File: src/rtl/ras_pkg.sv
package ras_pkg;
  localparam int unsigned DP_W  = 6;
  localparam int unsigned NIB_W = 4;

  typedef struct packed {
    logic [DP_W-1:0]  dp;
    logic             carry;
    logic             skip;
    logic [NIB_W-1:0] a;
    logic [NIB_W-1:0] b;
  } ctx_t;
endpackage

File: src/rtl/ras_ptr.sv
module ras_ptr #(
  parameter int unsigned DEPTH = 8,
  parameter int unsigned SP_W  = $clog2(DEPTH)
) (
  input  logic            clk,
  input  logic            rst,
  input  logic            resume_i,
  input  logic            push_i,
  input  logic            pop_i,
  output logic [SP_W-1:0] sp_o,
  output logic [SP_W-1:0] wr_idx_o,
  output logic [SP_W-1:0] rd_idx_o
);
  localparam logic [SP_W-1:0] TOP = SP_W'(DEPTH - 1);

  logic [SP_W-1:0] sp_q;
  logic [SP_W-1:0] sp_up;
  logic [SP_W-1:0] sp_dn;

  always_comb begin
    sp_up = (sp_q == TOP) ? '0 : sp_q + SP_W'(1);
    sp_dn = (sp_q == '0) ? TOP : sp_q - SP_W'(1);
  end

  always_ff @(posedge clk) begin
    if (rst || resume_i) begin
      sp_q <= TOP;
    end else if (push_i) begin
      sp_q <= sp_up;
    end else if (pop_i) begin
      sp_q <= sp_dn;
    end
  end

  assign sp_o     = sp_q;
  assign wr_idx_o = sp_up;
  assign rd_idx_o = sp_q;
endmodule

File: src/rtl/ras_mem.sv
module ras_mem #(
  parameter int unsigned PC_W  = 14,
  parameter int unsigned DEPTH = 8,
  parameter int unsigned SP_W  = $clog2(DEPTH)
) (
  input  logic            clk,
  input  logic            we_i,
  input  logic [SP_W-1:0] waddr_i,
  input  logic [PC_W-1:0] wdata_i,
  input  logic            re_i,
  input  logic [SP_W-1:0] raddr_i,
  output logic [PC_W-1:0] rdata_o
);
  logic [PC_W-1:0] store [DEPTH];

  always_ff @(posedge clk) begin
    if (we_i) begin
      store[waddr_i] <= wdata_i;
    end
  end

  always_ff @(posedge clk) begin
    if (re_i) begin
      rdata_o <= store[raddr_i];
    end
  end
endmodule

File: src/rtl/ras_ctx_shadow.sv
module ras_ctx_shadow
  import ras_pkg::*;
(
  input  logic clk,
  input  logic rst,
  input  logic cap_i,
  input  ctx_t ctx_i,
  input  logic restore_i,
  output ctx_t held_o,
  output ctx_t ctx_o,
  output logic vld_o
);
  ctx_t held_q;

  always_ff @(posedge clk) begin
    if (rst) begin
      held_q <= '0;
      ctx_o  <= '0;
      vld_o  <= 1'b0;
    end else begin
      if (cap_i) begin
        held_q <= ctx_i;
      end
      vld_o <= restore_i;
      if (restore_i) begin
        ctx_o <= held_q;
      end
    end
  end

  assign held_o = held_q;
endmodule

File: src/rtl/ret_addr_stack.sv
module ret_addr_stack
  import ras_pkg::*;
#(
  parameter int unsigned PC_W  = 14,
  parameter int unsigned DEPTH = 8,
  parameter int unsigned SP_W  = $clog2(DEPTH)
) (
  input  logic             clk,
  input  logic             rst,
  input  logic             resume_i,
  input  logic             call_i,
  input  logic             irq_i,
  input  logic             tbl_i,
  input  logic             ret_i,
  input  logic             reti_i,
  input  logic             tbl_end_i,
  input  logic [PC_W-1:0]  pc_i,
  input  logic [DP_W-1:0]  dp_i,
  input  logic             carry_i,
  input  logic             skip_i,
  input  logic [NIB_W-1:0] a_i,
  input  logic [NIB_W-1:0] b_i,
  output logic [SP_W-1:0]  sp_o,
  output logic [PC_W-1:0]  pc_o,
  output logic             pc_vld_o,
  output logic             ctx_vld_o,
  output logic [DP_W-1:0]  dp_o,
  output logic             carry_o,
  output logic             skip_o,
  output logic [NIB_W-1:0] a_o,
  output logic [NIB_W-1:0] b_o
);
  logic            any_push;
  logic            any_pop;
  logic            push_go;
  logic            pop_go;
  logic [SP_W-1:0] wr_idx;
  logic [SP_W-1:0] rd_idx;
  ctx_t            ctx_in;
  ctx_t            ctx_out;
  ctx_t            shadow_q;

  always_comb begin
    any_push = call_i | irq_i | tbl_i;
    any_pop  = ret_i | reti_i | tbl_end_i;
    push_go  = any_push & ~resume_i;
    pop_go   = any_pop & ~any_push & ~resume_i;
  end

  assign ctx_in = '{dp: dp_i, carry: carry_i, skip: skip_i, a: a_i, b: b_i};

  ras_ptr #(.DEPTH(DEPTH), .SP_W(SP_W)) u_ptr (
    .clk      (clk),
    .rst      (rst),
    .resume_i (resume_i),
    .push_i   (push_go),
    .pop_i    (pop_go),
    .sp_o     (sp_o),
    .wr_idx_o (wr_idx),
    .rd_idx_o (rd_idx)
  );

  ras_mem #(.PC_W(PC_W), .DEPTH(DEPTH), .SP_W(SP_W)) u_mem (
    .clk     (clk),
    .we_i    (push_go),
    .waddr_i (wr_idx),
    .wdata_i (pc_i),
    .re_i    (pop_go),
    .raddr_i (rd_idx),
    .rdata_o (pc_o)
  );

  always_ff @(posedge clk) begin
    if (rst) begin
      pc_vld_o <= 1'b0;
    end else begin
      pc_vld_o <= pop_go;
    end
  end

  ras_ctx_shadow u_shadow (
    .clk       (clk),
    .rst       (rst),
    .cap_i     (push_go & irq_i),
    .ctx_i     (ctx_in),
    .restore_i (pop_go & reti_i),
    .held_o    (shadow_q),
    .ctx_o     (ctx_out),
    .vld_o     (ctx_vld_o)
  );

  assign dp_o    = ctx_out.dp;
  assign carry_o = ctx_out.carry;
  assign skip_o  = ctx_out.skip;
  assign a_o     = ctx_out.a;
  assign b_o     = ctx_out.b;
endmodule

File: config.mk
export PLATFORM = sky130hd
export DESIGN_NAME = ret_addr_stack
export DESIGN_NICKNAME = d
export VERILOG_FILES = /design/src/rtl/ras_pkg.sv /design/src/rtl/ras_ptr.sv /design/src/rtl/ras_mem.sv /design/src/rtl/ras_ctx_shadow.sv /design/src/rtl/ret_addr_stack.sv
export SDC_FILE = /design/constraint.sdc
export NUM_CORES = 1
export LEC_CHECK = 0
export ABC_AREA = 1
export ABC_CLOCK_PERIOD_IN_PS = 4550
export CAP_MARGIN = 20
export CORE_UTILIZATION = 60
export DETAILED_ROUTE_END_ITERATION = 8
export PLACE_DENSITY = 0.85
export SLEW_MARGIN = 20
export SYNTH_ARGS = -nofsm -noshare
export SYNTH_HDL_FRONTEND = slang
export SYNTH_SLANG_ARGS = --single-unit
File: constraint.sdc
create_clock -name clk -period 4.55 [get_ports clk]
set_clock_uncertainty 0.05 [all_clocks]
set_input_delay 0.91 -clock clk [delete_from_list [all_inputs] [get_ports clk]]
set_output_delay 0.91 -clock clk [all_outputs]
set_load 0.02 [all_outputs]
==> load_flow_metrics.sql, run 1 <==
INSERT INTO impl_metrics (metric_group, metric, value, unit) VALUES
('status', 'run_status', 'finished, final reports clean', ''),
('sta', 'finalSetupViolCount', '0', ''),
('floorplan', 'die_h', '106', 'um'),
('routing', 'totalWireLength', '14.1', 'mm'),
('grt', 'antenna_found_initial', '0', ''),
('routing', 'wire_per_inst', '17.9', 'um'),
('synth', 'library_cells_used_by_synthesis', '30', ''),
('grt', 'grt_max_degree', '64', ''),
('floorplan', 'floorplan.initialDensity', '62.1', '%'),
('synth', 'synth.avg_cell_area', '11.3', 'sq um'),
('synth', 'ys.flop_type', 'edfxtp_1', ''),
('worst_setup_path', 'worstSetupEndpointType', 'output pin', ''),
('floorplan', 'placementRows', '37', ''),
('synth', 'synth_area_leader_cell', 'edfxtp_1', ''),
('sta', 'worst_slew_margin_rel', '35.5', '%'),
('sta', 'worstMarginPinSlew', '0.966', 'ns'),
('final_layout', 'num-nets-final', '683', ''),
('worst_setup_path', 'cpLargestDelayFamily', 'flip-flops', ''),
('routing', 'remaining_drc_errors', '0', ''),
('sta', 'timing.final.crit_period', '3.22', 'ns'),
('synth', 'part_of_the_yosys_area_used_for_sequential_elements', '70.2', '%'),
('placement', 'place.detailed.hpwl', '8.56', 'mm'),
('clocking', 'cts.htree.levels', '4', ''),
('synth', 'synth_async_sr_flop_share', '0', '%'),
('synth', 'synth_area', '0.00644', 'sq mm'),
('flow_run', 'max_cap_violations', '0', ''),
('synth', 'post_synth_most_frequent_cells', '126 x edfxtp_1, 110 x nor2_1, 83 x nand2_1', ''),
('clocking', 'cts.repair.resized', '0', ''),
('worst_setup_path', 'timing.critical_path.required', '3.59', 'ns'),
('clocking', 'ctsHoldBuffers', '0', ''),
('final_layout', 'final_core_utilization', '75.0', '%'),
('floorplan', 'boundaryPins', '74', ''),
('clocking', 'clockRootBuffer', 'clkbuf_8', ''),
('placement', 'portBuffers', '73', ''),
('sta', 'hold_viol_final', '0', ''),
('final_layout', 'post_route_cells_drive_above_1_share', '7.83', '%'),
('synth', 'post-synth-top-count-cell', 'edfxtp_1', ''),
('routing', 'ant_nets', '0', ''),
('routing', 'initial_drt_markers', '395', ''),
('synth', 'synth_top_cells_by_area', 'edfxtp_1 59%, dfxtp_1 11%, nor2_1 6.4%, o21ai_0 6.1%, nand2_1 4.8%', ''),
('routing', 'drtPass1Iterations', '5', ''),
('pwr', 'power_leakage', '2.85', 'nW'),
('routing', 'dr_total_vias', '4521', ''),
('grt', 'grt.overflow.total', '0', ''),
('clocking', 'clock_path_buffers', '2', ''),
('sta', 'setup-tns-final', '0', 'ns'),
('worst_setup_path', 'cpMaxStageDelayCell', 'dfxtp_1', ''),
('sta', 'grt_setup_unrepaired', 'no', ''),
('worst_setup_path', 'cp.buffers_inverters', '1', ''),
('worst_setup_path', 'worstSetupStartpointType', 'register', ''),
('final_layout', 'n_diodes', '0', ''),
('sta', 'post-route-period-util', '70.8', '%'),
('synth', 'post_synth_inst_count', '568', ''),
('synth', 'synth.top_cell.area_share', '58.7', '%'),
('clocking', 'cts_tree', 'done', ''),
('floorplan', 'area_of_the_die', '0.0112', 'sq mm'),
('placement', 'globalplace.congestion', '0.828', ''),
('worst_setup_path', 'critical_path.cell_chain', 'clkdlybuf4s50_1', ''),
('worst_setup_path', 'critical_path_arrival', '2.26', 'ns'),
('grt', 'grt_pass1_vias', '4536', ''),
('floorplan', 'core_region_area', '0.0104', 'sq mm'),
('clocking', 'clk_pin_slew', '0.06', 'ns'),
('final_layout', 'area_growth', '20.8', '%'),
('synth', 'count_of_flip_flops_with_a_built_in_enable_after_synthesis', '126', ''),
('grt', 'grt_pass1_wl', '22.6', 'mm'),
('worst_hold_path', 'worst_hold_path_type', 'reg -> reg', ''),
('clocking', 'cts.sinks', '163', ''),
('pwr', 'vdd.ir_drop.worst', '217', 'uV'),
('floorplan', 'fp.dieW', '106', 'um'),
('grt', 'grt.total_usage', '27.2', '%'),
('worst_setup_path', 'worst_path_largest_cell_delay', '0.96', 'ns'),
('synth', 'synthesis.yosys.warnings', '0', ''),
('clocking', 'clock_insertion_delay_worst_skew', '0.52', 'ns'),
('sta', 'maxClockFrequency', '0.310', 'GHz'),
('routing', 'routed_via_density', '5.74', ''),
('pwr', 'power_density', '410', 'mW/mm^2'),
('clocking', 'number_of_buffers_added_by_the_clock_tree_synthesis_step', '17', ''),
('synth', 'synth.ff_latch_count', '163', ''),
('synth', 'postSynthNetCount', '611', ''),
('worst_setup_path', 'crit_fanout', '21', ''),
('clocking', 'cts_setup_buffers', '0', ''),
('sta', 'max_transition_viols_final', '0', ''),
('worst_setup_path', 'criticalPathCategory', 'reg -> out', '');
[cell usage in the layout, fill, tap and decap left out, types with 2 or more instances in the layout]
master and count:
a21oi_1 7, clkinvlp_4 2, clkbuf_1 2, ha_1 4, inv_1 21, nand2_1 83, o21ai_0 79, edfxtp_1 126
o22ai_1 14, o21ai_1 8, clkdlybuf4s50_1 73, buf_4 13, nand3_1 6, nor2_1 110, dfxtp_1 36, nor3b_2 4
nor3b_1 7, clkbuf_16 16, clkinv_2 2, clkinv_1 4, nor3_1 16, inv_2 2, bufinv_16 2
[per-stage QoR]
| step | std cells | hold WS, ns | cell area, sq um | power, mW | worst slack (ns) |
|---|---|---|---|---|---|
| finish | 787 | 0.417 | 7780 | 3.19 | 1.33 |
| global route | 787 | 0.446 | 7780 | 3.29 | 1.32 |
| CTS | 787 | 0.414 | 7780 | 3.20 | 1.21 |
| detailed placement | 757 | 0.405 | 7240 | 1.91 | 1.49 |
| global placement | 757 | 0.401 | 7240 | 1.91 | 1.59 |
| floorplan | 568 | 0.388 | 6440 | 1.82 | 1.59 |
[routing by layer]
| metal | wire [um] | up-vias | track usage, % |
|---|---|---|---|
| li1 | - | 2107 | - |
| met1 | 5460 | 2164 | 33.4 |
| met2 | 7310 | 215 | 45.0 |
| met3 | 916 | 35 | 6.68 |
| met4 | 367 | 0 | 14.3 |
| met5 | 0 | - | 0 |
[state kept, by name (all words and copies together), names as in the netlist]
register and flops:
u_shadow.vld_o 1, u_mem.rdata_o 14, u_shadow.ctx_o 16, u_shadow.held_o 16
u_mem.store 112, u_ptr.rd_idx_o 3, pc_vld_o 1
[final cells by class]
type / instances / area (sq um)
inverters: 25 / 96.3
repair buffers: 86 / 828
flip-flops and latches: 163 / 4530
multi-input cells: 347 / 1620
well taps: 136 / 170
clock buffers: 19 / 422
clock inverters: 11 / 114
fillers: 652 / 2590
[path summary, 6_finish.rpt]
kind / from / to / depth (start not counted) / slack (ns)
max reg2reg: u_ptr.rd_idx_o[0] / u_mem.store[4][1] / 7 / 1.96
min: u_shadow.held_o[7] / u_shadow.ctx_o[7] / 2 / 0.42
min reg2reg: u_shadow.held_o[7] / u_shadow.ctx_o[7] / 2 / 0.42
max: u_ptr.rd_idx_o[2] / sp_o[2] / 1 / 1.33
[cells by family (layout without fill, tap and decap cells)]
group                    Yosys count  count (layout)  synth area share, %
AO/OA/AOI/OAI                    110             110                 8.91
XOR/XNOR                           1               1                0.136
adder cells (fa/ha/maj)            4               4                0.777
buffers and inverters             58             141                 4.68
flip-flops                       163             163                 70.2
AND/OR/NAND/NOR                  232             232                 15.3
[power breakdown]
group,switching (mW),internal [mW],total (mW),leakage (nW)
logic,0.132,0.0837,0.216,1.15
registers,0.0251,1.65,1.67,1.45
clock network,0.534,0.768,1.30,0.256
total,0.691,2.50,3.19,2.85
(Power assumes the default switching activity.)
==> run 2: changes to the inputs <==
Settings changed: ABC_CLOCK_PERIOD_IN_PS 4550 to 3100, CORE_UTILIZATION 60 to 56, PLACE_DENSITY 0.85 to 0.8.
Clock period 4.55 ns to 3.1 ns, I/O delays scaled along.
==> run 2 against run 1 <==
  * Cell area up 1.6%
  * Clock power up 57%
  * Sequential share of layout area down 0.95 points
  * Count of clock-buffer cells in the layout up 1
  * Sequential cell count unchanged
  * Worst setup slack worse by 0.74 ns
  * Via count up 0.46%
  * Critical path type unchanged
  * Highest routed layer unchanged
==> load_flow_metrics.sql, run 2 (synthesized netlist as in run 1, its figures left out) <==
INSERT INTO impl_metrics (metric_group, metric, value, unit) VALUES
('status', 'run_status', 'finished, final reports clean', ''),
('worst_setup_path', 'crit_start', 'u_ptr.rd_idx_o[1]', ''),
('final_layout', 'post_route_cells_drive_above_1_share', '9.64', '%'),
('clocking', 'cts.sinks', '163', ''),
('floorplan', 'fp.dieW', '109', 'um'),
('flow_run', 'max_cap_violations', '0', ''),
('placement', 'portBuffers', '73', ''),
('worst_setup_path', 'critical_path_arrival', '1.84', 'ns'),
('grt', 'global_route.usage.met3', '7.53', '%'),
('floorplan', 'die_h', '109', 'um'),
('floorplan', 'core_region_area', '0.0110', 'sq mm'),
('final_layout', 'n_diodes', '0', ''),
('floorplan', 'floorplan.initialDensity', '58.4', '%'),
('grt', 'grt_pass1_wl', '22.6', 'mm'),
('routing', 'ant_nets', '0', ''),
('grt', 'grt.total_usage', '26.0', '%'),
('clocking', 'clock_insertion_delay_worst_skew', '0.41', 'ns'),
('clocking', 'cts_setup_buffers', '0', ''),
('sta', 'hold_ws', '0.418', 'ns'),
('worst_setup_path', 'crit_fanout', '46', ''),
('sta', 'hold_viol_final', '0', ''),
('sta', 'post-route-period-util', '80.9', '%'),
('grt', 'grtUsageMet1', '32.3', '%'),
('sta', 'worst_slew_margin_rel', '58.4', '%'),
('worst_setup_path', 'timing.rr.start', 'u_ptr.rd_idx_o[1]', ''),
('floorplan', 'area_of_the_die', '0.0119', 'sq mm'),
('clocking', 'clock_path_buffers', '2', ''),
('grt', 'grt.overflow.total', '0', ''),
('routing', 'remaining_drc_errors', '0', ''),
('final_layout', 'most-common-layout-cells', '126 x edfxtp_1, 110 x nor2_1, 83 x nand2_1', ''),
('grt', 'antenna_found_initial', '0', ''),
('worst_setup_path', 'worstSetupEndpointType', 'output pin', ''),
('floorplan', 'placementRows', '38', ''),
('routing', 'routed_via_density', '5.65', ''),
('clocking', 'clk_pin_slew', '0.06', 'ns'),
('grt', 'grtUsageMet2', '42.3', '%'),
('placement', 'dp.cells', '772', ''),
('placement', 'placed_area', '0.00733', 'sq mm'),
('sta', 'finalSetupViolCount', '0', ''),
('final_layout', 'final_cells', '804', ''),
('worst_setup_path', 'regToRegSetupSlack', '0.81', 'ns'),
('clocking', 'cts_tree', 'done', ''),
('final_layout', 'mostFrequentLayoutCell', 'edfxtp_1', ''),
('routing', 'initial_drt_markers', '523', ''),
('clocking', 'cts.htree.levels', '4', ''),
('worst_setup_path', 'cp.buffers_inverters', '2', ''),
('routing', 'dr_total_vias', '4542', ''),
('worst_setup_path', 'criticalPathCategory', 'reg -> out', ''),
('sta', 'worstMarginPinSlew', '0.623', 'ns'),
('sta', 'maxClockFrequency', '0.399', 'GHz'),
('worst_setup_path', 'worst_path_largest_cell_delay', '0.69', 'ns'),
('final_layout', 'largest_register_ff_count', '112', ''),
('worst_setup_path', 'crit-reg2reg-capture', 'u_mem.store[1][7]', ''),
('worst_setup_path', 'rr_worst_depth', '7', ''),
('worst_setup_path', 'cpLargestDelayFamily', 'buffers and inverters', ''),
('grt', 'grt_max_degree', '59', ''),
('final_layout', 'area_growth', '22.7', '%'),
('placement', 'place.detailed.hpwl', '8.89', 'mm'),
('grt', 'gr-max-usage-layer', 'met2', ''),
('worst_setup_path', 'critical_path.endpoint', 'sp_o[1]', ''),
('worst_setup_path', 'worstSetupStartpointType', 'register', ''),
('sta', 'setup-tns-final', '0', 'ns'),
('final_layout', 'num-nets-final', '694', ''),
('routing', 'wire_per_inst', '17.6', 'um'),
('pwr', 'power_density', '610', 'mW/mm^2'),
('clocking', 'cts.repair.resized', '0', ''),
('floorplan', 'boundaryPins', '74', ''),
('worst_setup_path', 'critical_path_depth', '2', ''),
('final_layout', 'largest-register', 'u_mem.store', ''),
('clocking', 'ctsHoldBuffers', '0', ''),
('routing', 'totalWireLength', '14.2', 'mm'),
('routing', 'drtPass1Iterations', '5', ''),
('worst_setup_path', 'timing.critical_path.required', '2.43', 'ns'),
('clocking', 'number_of_buffers_added_by_the_clock_tree_synthesis_step', '17', ''),
('sta', 'grt_setup_unrepaired', 'no', ''),
('worst_setup_path', 'cpMaxStageDelayCell', 'clkdlybuf4s50_1', ''),
('sta', 'timing.final.crit_period', '2.51', 'ns'),
('grt', 'grt_pass1_vias', '4440', ''),
('final_layout', 'post-route-cell-area', '0.00791', 'sq mm'),
('placement', 'globalplace.congestion', '0.850', ''),
('worst_setup_path', 'critical_path.cell_chain', 'buf_4 -> clkdlybuf4s50_1', ''),
('worst_hold_path', 'worst_hold_path_type', 'reg -> reg', ''),
('clocking', 'clockRootBuffer', 'clkbuf_16', ''),
('sta', 'max_transition_viols_final', '0', ''),
('pwr', 'power_leakage', '2.93', 'nW'),
('pwr', 'vdd.ir_drop.worst', '552', 'uV');
## run 2: cell count changes in the layout (fill, tap and decap cells not counted), sizes merged
cell | previous run | this run
inv | 25 | 24
clkinv | 7 | 8
clkbuf | 19 | 20
bufinv | 2 | 3
buf | 13 | 24
## run 2: worst min path at each step
| stage | slack (ns) | endpoint | cells past startpoint | startpoint |
|---|---|---|---|---|
| 4_1_cts | 0.42 | u_shadow.ctx_o[15] | 2 | u_shadow.ctx_o[15] |
| 3_5_place_dp | 0.41 | u_shadow.ctx_o[15] | 2 | u_shadow.ctx_o[15] |
| 6_report | 0.42 | u_shadow.ctx_o[15] | 2 | u_shadow.ctx_o[15] |
| 5_1_grt | 0.45 | u_shadow.ctx_o[8] | 2 | u_shadow.held_o[8] |
| 2_1_floorplan | 0.39 | u_shadow.ctx_o[15] | 2 | u_shadow.held_o[15] |
| 3_3_place_gp | 0.41 | u_shadow.ctx_o[15] | 2 | u_shadow.ctx_o[15] |
## run 2: cell type report
cell class / instances / area (sq um)
flip-flops and latches: 163 / 4530
clock inverters: 12 / 139
fillers: 760 / 3120
clock buffers: 20 / 437
inverters: 25 / 96.3
well taps: 140 / 175
multi-input cells: 347 / 1620
repair buffers: 97 / 911
## run 2: through the flow
stage	power (mW)	setup WS, ns	util (%)
after floorplan	2.67	0.140	-
after global placement	2.80	0.668	66.5
after detailed placement	2.82	0.570	66.5
after CTS	4.84	0.584	71.7
after global routing	4.98	0.503	71.7
final	4.82	0.591	71.7
## run 2: tightest hold or removal path: cells and delay by family (launching register included)
family | cells | cell delay (ns)
AO/OA/AOI/OAI | 1 | 0.06
AND/OR/NAND/NOR | 1 | 0.06
flip-flops | 1 | 0.31
## run 2: per-layer routing
| layer | wire [um] | vias up |
|---|---|---|
| met2 | 7190 | 221 |
| met4 | 299 | 0 |
| li1 | - | 2127 |
| met5 | 0 | - |
| met1 | 5550 | 2163 |
| met3 | 1120 | 31 |
## run 2: power breakdown
| part | switching (mW) | internal [mW] |
|---|---|---|
| logic | 0.203 | 0.130 |
| clock network | 0.790 | 1.25 |
| registers | 0.0285 | 2.42 |
| total | 1.02 | 3.80 |
